<file path="config.mk">
export PLATFORM = sky130hd
export DESIGN_NAME = baud_tick_gen
export DESIGN_NICKNAME = d
export VERILOG_FILES = /design/src/rtl/baud_pkg.sv /design/src/rtl/baud_rate_cfg.sv /design/src/rtl/baud_tick_src.sv /design/src/rtl/baud_bit_counter.sv /design/src/rtl/baud_tick_gen.sv
export SDC_FILE = /design/constraint.sdc
export NUM_CORES = 1
export LEC_CHECK = 0
export BUFFER_PORTS_ARGS = -buffer_cell sky130_fd_sc_hd__buf_2
export CAP_MARGIN = 0
export CORE_MARGIN = 5
export CORE_UTILIZATION = 55
export CTS_BUF_LIST = sky130_fd_sc_hd__clkbuf_8
export CTS_CLUSTER_SIZE = 8
export DETAILED_ROUTE_END_ITERATION = 8
export PLACE_DENSITY = 0.83
export SETUP_SLACK_MARGIN = 0.5
export SYNTH_ARGS = -nofsm -noshare
export SYNTH_HDL_FRONTEND = slang
export SYNTH_SLANG_ARGS = --single-unit
</file>
<file path="constraint.sdc">
create_clock -name clk -period 2.32 [get_ports clk]
set_input_delay 0.232 -clock clk [delete_from_list [all_inputs] [get_ports clk]]
set_output_delay 0.232 -clock clk [all_outputs]
set_load 0.005 [all_outputs]
</file>
<file path="src/rtl/baud_pkg.sv">
package baud_pkg;

    typedef enum logic {
        SRC_DIVISOR = 1'b0,
        SRC_FRACT   = 1'b1
    } src_mode_e;

    localparam int unsigned BYTE_W = 8;

endpackage

</file>
<file path="src/rtl/baud_rate_cfg.sv">
module baud_rate_cfg
    import baud_pkg::*;
#(
    parameter int unsigned HALF_W = BYTE_W,
    localparam int unsigned SET_W = 2 * HALF_W
) (
    input  logic              clk,
    input  logic              rst_n,
    input  logic              hi_we,
    input  logic [HALF_W-1:0] hi_data,
    input  logic              lo_we,
    input  logic [HALF_W-1:0] lo_data,
    input  logic              mode_we,
    input  logic              frac_in,
    input  logic              ovs8_in,
    output logic [SET_W-1:0]  setting,
    output src_mode_e         src_mode,
    output logic              ovs8,
    output logic              restart
);

    typedef struct packed {
        logic [HALF_W-1:0] hi;
        logic [HALF_W-1:0] lo;
        src_mode_e         mode;
        logic              ovs8;
    } cfg_t;

    cfg_t cfg_d, cfg_q;

    always_comb begin
        cfg_d = cfg_q;
        if (hi_we) cfg_d.hi = hi_data;
        if (lo_we) cfg_d.lo = lo_data;
        if (mode_we) begin
            cfg_d.mode = frac_in ? SRC_FRACT : SRC_DIVISOR;
            cfg_d.ovs8 = ovs8_in;
        end
    end

    always_ff @(posedge clk or negedge rst_n) begin
        if (!rst_n) cfg_q <= '{hi: '0, lo: '0, mode: SRC_DIVISOR, ovs8: 1'b0};
        else        cfg_q <= cfg_d;
    end

    assign setting  = {cfg_q.hi, cfg_q.lo};
    assign src_mode = cfg_q.mode;
    assign ovs8     = cfg_q.ovs8;
    assign restart  = hi_we | lo_we | mode_we;


    upper_half_kept_chk: assert property (@(posedge clk) disable iff (!rst_n)
        (lo_we && !hi_we) |=> $stable(setting[SET_W-1:HALF_W]));

endmodule

</file>
<file path="src/rtl/baud_tick_src.sv">
module baud_tick_src
    import baud_pkg::*;
#(
    parameter int unsigned ACC_W = 2 * BYTE_W
) (
    input  logic             clk,
    input  logic             rst_n,
    input  logic             enable,
    input  logic             restart,
    input  src_mode_e        src_mode,
    input  logic [ACC_W-1:0] setting,
    output logic             sample_tick
);

    typedef struct packed {
        logic [ACC_W-1:0] cnt;
        logic [ACC_W-1:0] acc;
        logic             tick;
    } src_t;

    src_t src_d, src_q;
    logic [ACC_W:0] acc_sum;

    always_comb begin
        acc_sum = {1'b0, src_q.acc} + {1'b0, setting};
        src_d   = '{cnt: '0, acc: '0, tick: 1'b0};
        if (enable && !restart) begin
            if (src_mode == SRC_FRACT) begin
                src_d.acc  = acc_sum[ACC_W-1:0];
                src_d.tick = acc_sum[ACC_W];
            end else if (src_q.cnt >= setting) begin
                src_d.tick = 1'b1;
            end else begin
                src_d.cnt = src_q.cnt + 1'b1;
            end
        end
    end

    always_ff @(posedge clk or negedge rst_n) begin
        if (!rst_n) src_q <= '{cnt: '0, acc: '0, tick: 1'b0};
        else        src_q <= src_d;
    end

    assign sample_tick = src_q.tick;


    disabled_quiet_chk: assert property (@(posedge clk) disable iff (!rst_n)
        !enable |=> !sample_tick);


    restart_quiet_chk: assert property (@(posedge clk) disable iff (!rst_n)
        restart |=> !sample_tick);


    divisor_spacing_chk: assert property (@(posedge clk) disable iff (!rst_n)
        (sample_tick && src_mode == SRC_DIVISOR && setting != '0 && !restart)
        |=> !sample_tick);

endmodule

</file>
<file path="src/rtl/baud_bit_counter.sv">
module baud_bit_counter #(
    parameter int unsigned OVS_HI = 16,
    parameter int unsigned OVS_LO = 8,
    localparam int unsigned CNT_W = $clog2(OVS_HI)
) (
    input  logic clk,
    input  logic rst_n,
    input  logic enable,
    input  logic restart,
    input  logic ovs8,
    input  logic sample_tick,
    output logic bit_tick,
    output logic mid_tick
);

    localparam logic [CNT_W-1:0] LAST_HI = CNT_W'(OVS_HI - 1);
    localparam logic [CNT_W-1:0] LAST_LO = CNT_W'(OVS_LO - 1);
    localparam logic [CNT_W-1:0] MID_HI  = CNT_W'(OVS_HI / 2 - 1);
    localparam logic [CNT_W-1:0] MID_LO  = CNT_W'(OVS_LO / 2 - 1);

    logic [CNT_W-1:0] samp_d, samp_q;
    logic [CNT_W-1:0] last_idx, mid_idx;

    always_comb begin
        last_idx = ovs8 ? LAST_LO : LAST_HI;
        mid_idx  = ovs8 ? MID_LO  : MID_HI;
        samp_d   = samp_q;
        if (!enable || restart)     samp_d = '0;
        else if (sample_tick)       samp_d = (samp_q >= last_idx) ? '0 : samp_q + 1'b1;
    end

    always_ff @(posedge clk or negedge rst_n) begin
        if (!rst_n) samp_q <= '0;
        else        samp_q <= samp_d;
    end

    assign bit_tick = sample_tick && (samp_q == last_idx);
    assign mid_tick = sample_tick && (samp_q == mid_idx);


    bit_mid_excl_chk: assert property (@(posedge clk) disable iff (!rst_n)
        !(bit_tick && mid_tick));


    bit_then_wrap_chk: assert property (@(posedge clk) disable iff (!rst_n)
        (bit_tick && enable && !restart) |=> (samp_q == '0));

endmodule

</file>
<file path="src/rtl/baud_tick_gen.sv">
module baud_tick_gen
    import baud_pkg::*;
#(
    parameter int unsigned HALF_W = BYTE_W,
    parameter int unsigned OVS_HI = 16,
    parameter int unsigned OVS_LO = 8
) (
    input  logic              clk,
    input  logic              rst_n,
    input  logic              enable,
    input  logic              rate_hi_we,
    input  logic [HALF_W-1:0] rate_hi_data,
    input  logic              rate_lo_we,
    input  logic [HALF_W-1:0] rate_lo_data,
    input  logic              mode_we,
    input  logic              frac_sel,
    input  logic              ovs8_sel,
    output logic              sample_tick,
    output logic              bit_tick,
    output logic              mid_tick
);

    localparam int unsigned SET_W = 2 * HALF_W;

    logic [SET_W-1:0] setting;
    src_mode_e        src_mode;
    logic             ovs8;
    logic             restart;

    baud_rate_cfg #(.HALF_W(HALF_W)) u_cfg (
        .clk(clk), .rst_n(rst_n),
        .hi_we(rate_hi_we), .hi_data(rate_hi_data),
        .lo_we(rate_lo_we), .lo_data(rate_lo_data),
        .mode_we(mode_we), .frac_in(frac_sel), .ovs8_in(ovs8_sel),
        .setting(setting), .src_mode(src_mode), .ovs8(ovs8), .restart(restart)
    );

    baud_tick_src #(.ACC_W(SET_W)) u_src (
        .clk(clk), .rst_n(rst_n), .enable(enable), .restart(restart),
        .src_mode(src_mode), .setting(setting), .sample_tick(sample_tick)
    );

    baud_bit_counter #(.OVS_HI(OVS_HI), .OVS_LO(OVS_LO)) u_bits (
        .clk(clk), .rst_n(rst_n), .enable(enable), .restart(restart),
        .ovs8(ovs8), .sample_tick(sample_tick),
        .bit_tick(bit_tick), .mid_tick(mid_tick)
    );


    bit_needs_sample_chk: assert property (@(posedge clk) disable iff (!rst_n)
        (bit_tick || mid_tick) |-> sample_tick);

endmodule

</file>
==> results.md <==
* Setup violators final at 0
* Final Core Density at 0.699
* Post-route insts no fill at 471
* Max Slew Vio Count at 0
* Arrival @ worst endpoint at 2.34 ns
* Tightest Pin Transition at 0.673 ns
* Diodes inserted at 0
* Hold Crit Class: in2reg
* Drt wl/cell at 18.4 um
* Placer Congestion at 0.856
* Worst hold margin at 0.120 ns
* Power density cells at 472 nW/um^2
* Number of global-route vias before repair at 2734
* Core footprint at 5850 sq um
* DP Area at 3550 sq um
* First-pass GRT wire length at 12600 um
* Yosys warnings at 0
* Max incr delay on CP at 0.40 ns
* Period Utilization, post-route at 0.905
* I/O Buffers at 26
* Iteration-0 DRC Markers at 207
* Clk_lat worst skew at 0.31 ns
* Worst-path fanout max at 3
* CTS H-Tree Depth at 2
* Yosys top cell by area: dfrtp_1
* Unrepaired setup endpoints after global routing: true
* Minimum clock period at 2.10 ns
* Clk sink count at 55
* Most common cell in the synthesized netlist: dfrtp_1
* Placement Rows at 28
* Detail Placement HPWL at 5390 um
* Outcome: finished, final reports clean
* Netlist cell types at 48
* Max Cap Viol at 0
* Die ar. at 7560 sq um
* Ranking of synthesized cells by area: dfrtp_1 (42%), ha_1 (13%), o21ai_0 (4.5%)
* Die Wd at 87.0 um
* Dpl cells at 446
* I/O pin cnt at 27
* Setup Crit Path Kind: reg2reg
* Via density at 5.89
* Initial Utilization at 0.557
* EDFF count, synth at 0
* Grt ovf at 0
* Mapped Cells at 346
* Pre-CTS setup slack at 0.127 ns
* Post-route ant nets at 0
* CP max-delay cell: dfrtp_1
* Largest net degree at the start of global routing at 29
* Fill count at 388
* Final instance area at 4090 sq um
* WP data required at 2.56 ns
* Max-slew headroom at 0.551
* Drt first pass iters at 5
* Total power at 1.93 mW
* Mapped Nets at 406
* Post-synth top area share at 0.423
* Layout cell share with drive strength beyond 1 at 0.298
* Post-synth top cells: dfrtp_1 (55), nor2_1 (37), nand2_1 (36)
* #FFs+latches synth at 55
* Pleak at 1.89 nW
* CTS tree: yes
* Antenna violations before repair at 0
* Num CTS Buffers at 5
* Ys async rst share at 1.00
* Via Count at 2776
* Mean Syn Cell Area at 9.41 sq um
* Root Buffer: clkbuf_8
* Post-Synthesis Cell Area at 3260 sq um
* Clock Path Buffers at 2
* Final Skew at 0.00846 ns
* Clock transition at path regs at 0.10 ns
* Final worst-path setup slack at 0.222 ns
* Startpoint Class: flip-flop
* Post-route DRC at 0
* Total Wirelength at 8650 um
* Gr usage total at 0.214
* Register area share after synthesis at 0.423
* Max Fclk at 0.477 GHz
* Layout area overhead at 25.6%
* Fin Setup TNS at 0 ns
* Prevailing post-synth register cell: dfrtp_1
* Final Hold Vio Count at 0
* Nets at 455
* VDD IR max at 0.254 mV
* Die H at 87.0 um
* Crit path cell chain: ha_4 -> inv_2 -> fa_2 -> nor2b_2 -> o31a_1 -> o2111ai_2 -> a31oi_2 -> a21oi_2 -> nor3b_2
* Setup crit end kind: flip-flop
==> critical path, delay by kind of cell, from the launching register on <==
kind	cells	cell delay, ns
compound gates	4	0.77
fa+ha+maj	2	0.50
buf+inv	1	0.04
flops	1	0.40
simple gates	2	0.32
==> timing repair <==
| item | CTS | global route |
|---|---|---|
| gates resized for setup | 13 | 56 |
| endpoints found under the hold margin | 27 | 0 |
| endpoints found under the setup margin | 26 | 28 |
| setup buffers | 10 | 5 |
| pin swaps | 17 | 24 |
| cloned | 1 | 0 |
| hold buffers | 1 | 0 |
==> layout make-up <==
| cell class | count | area [sq um] | area share |
|---|---|---|---|
| Sequential cell | 55 | 1380 | 0.337 |
| Inverter | 26 | 97.6 | 0.0239 |
| Multi-Input combinational cell | 261 | 2110 | 0.516 |
| Tap cell | 75 | 93.8 | 0.0229 |
| Clock buffer | 7 | 96.3 | 0.0235 |
| Timing Repair Buffer | 46 | 310 | 0.0758 |
| Clock inverter | 1 | 3.75 | 0.000917 |
==> flip-flops by register name, summed over array words and instances, names as in the netlist <==
| signal | count |
|---|---|
| u_cfg.setting | 16 |
| u_cfg.src_mode | 1 |
| u_bits.samp_q | 4 |
| u_src.sample_tick | 1 |
| u_cfg.ovs8 | 1 |
| u_src.src_q | 32 |
==> where the power goes <==
group | leakage (nW) | internal, mW | total (mW) | switching, mW
Clock | 0.0557 | 0.269 | 0.580 | 0.311
Sequential | 0.729 | 0.991 | 1.02 | 0.0328
Combinational | 1.11 | 0.139 | 0.326 | 0.187
Total | 1.89 | 1.40 | 1.93 | 0.531
==> logic make-up after synthesis <==
| logic type | share of synthesized area |
|---|---|
| and+or+nand+nor | 0.179 |
| buffers and inverters | 0.0380 |
| DFF | 0.423 |
| xor gates and xnor gates | 0.0565 |
| adders and majority gates | 0.141 |
| AOI/OAI and AO/OA | 0.146 |
| muxes | 0.0169 |
==> routing by layer <==
metal | track usage | up-vias | wire, um
met5 | 0 | - | 0
met2 | 0.369 | 75 | 4620
met1 | 0.270 | 1364 | 3510
li1 | - | 1312 | -
met4 | 0.0907 | 0 | 284
met3 | 0.0284 | 25 | 235
==> path summary, 6_finish.rpt <==
path	depth (start not counted)	end	slack, ns	from
max	9	u_src.sample_tick$_DFF_PN0_	0.22	u_cfg.setting[0]$_DFFE_PN0P_
min	3	u_cfg.setting[1]$_DFFE_PN0P_	0.12	rate_lo_data[1]
max reg2reg	9	u_src.sample_tick$_DFF_PN0_	0.22	u_cfg.setting[0]$_DFFE_PN0P_
min reg2reg	1	u_src.src_q[17]$_DFF_PN0_	0.51	u_src.src_q[17]$_DFF_PN0_
max in group asynchronous	3	u_src.src_q[27]$_DFF_PN0_	1.24	rst_n
min in group asynchronous	2	u_src.src_q[3]$_DFF_PN0_	0.48	rst_n
==> placed cells by master (no fill, tap or decap), drive strengths merged, types with 5 or more instances in the layout <==
cell type / synthesis / routed
xnor2: 11 / 11
nand3: 9 / 9
inv: 26 / 27
nor2b: 5 / 5
dfrtp: 55 / 55
ha: 35 / 35
a21o: 6 / 6
clkbuf: 4 / 7
xor2: 10 / 10
nand4: 5 / 5
nor3: 6 / 6
buf: 1 / 45
a21oi: 15 / 15
nor2: 37 / 37
o21ai: 31 / 31
nand2: 37 / 38
(Power assumes the default switching activity.)
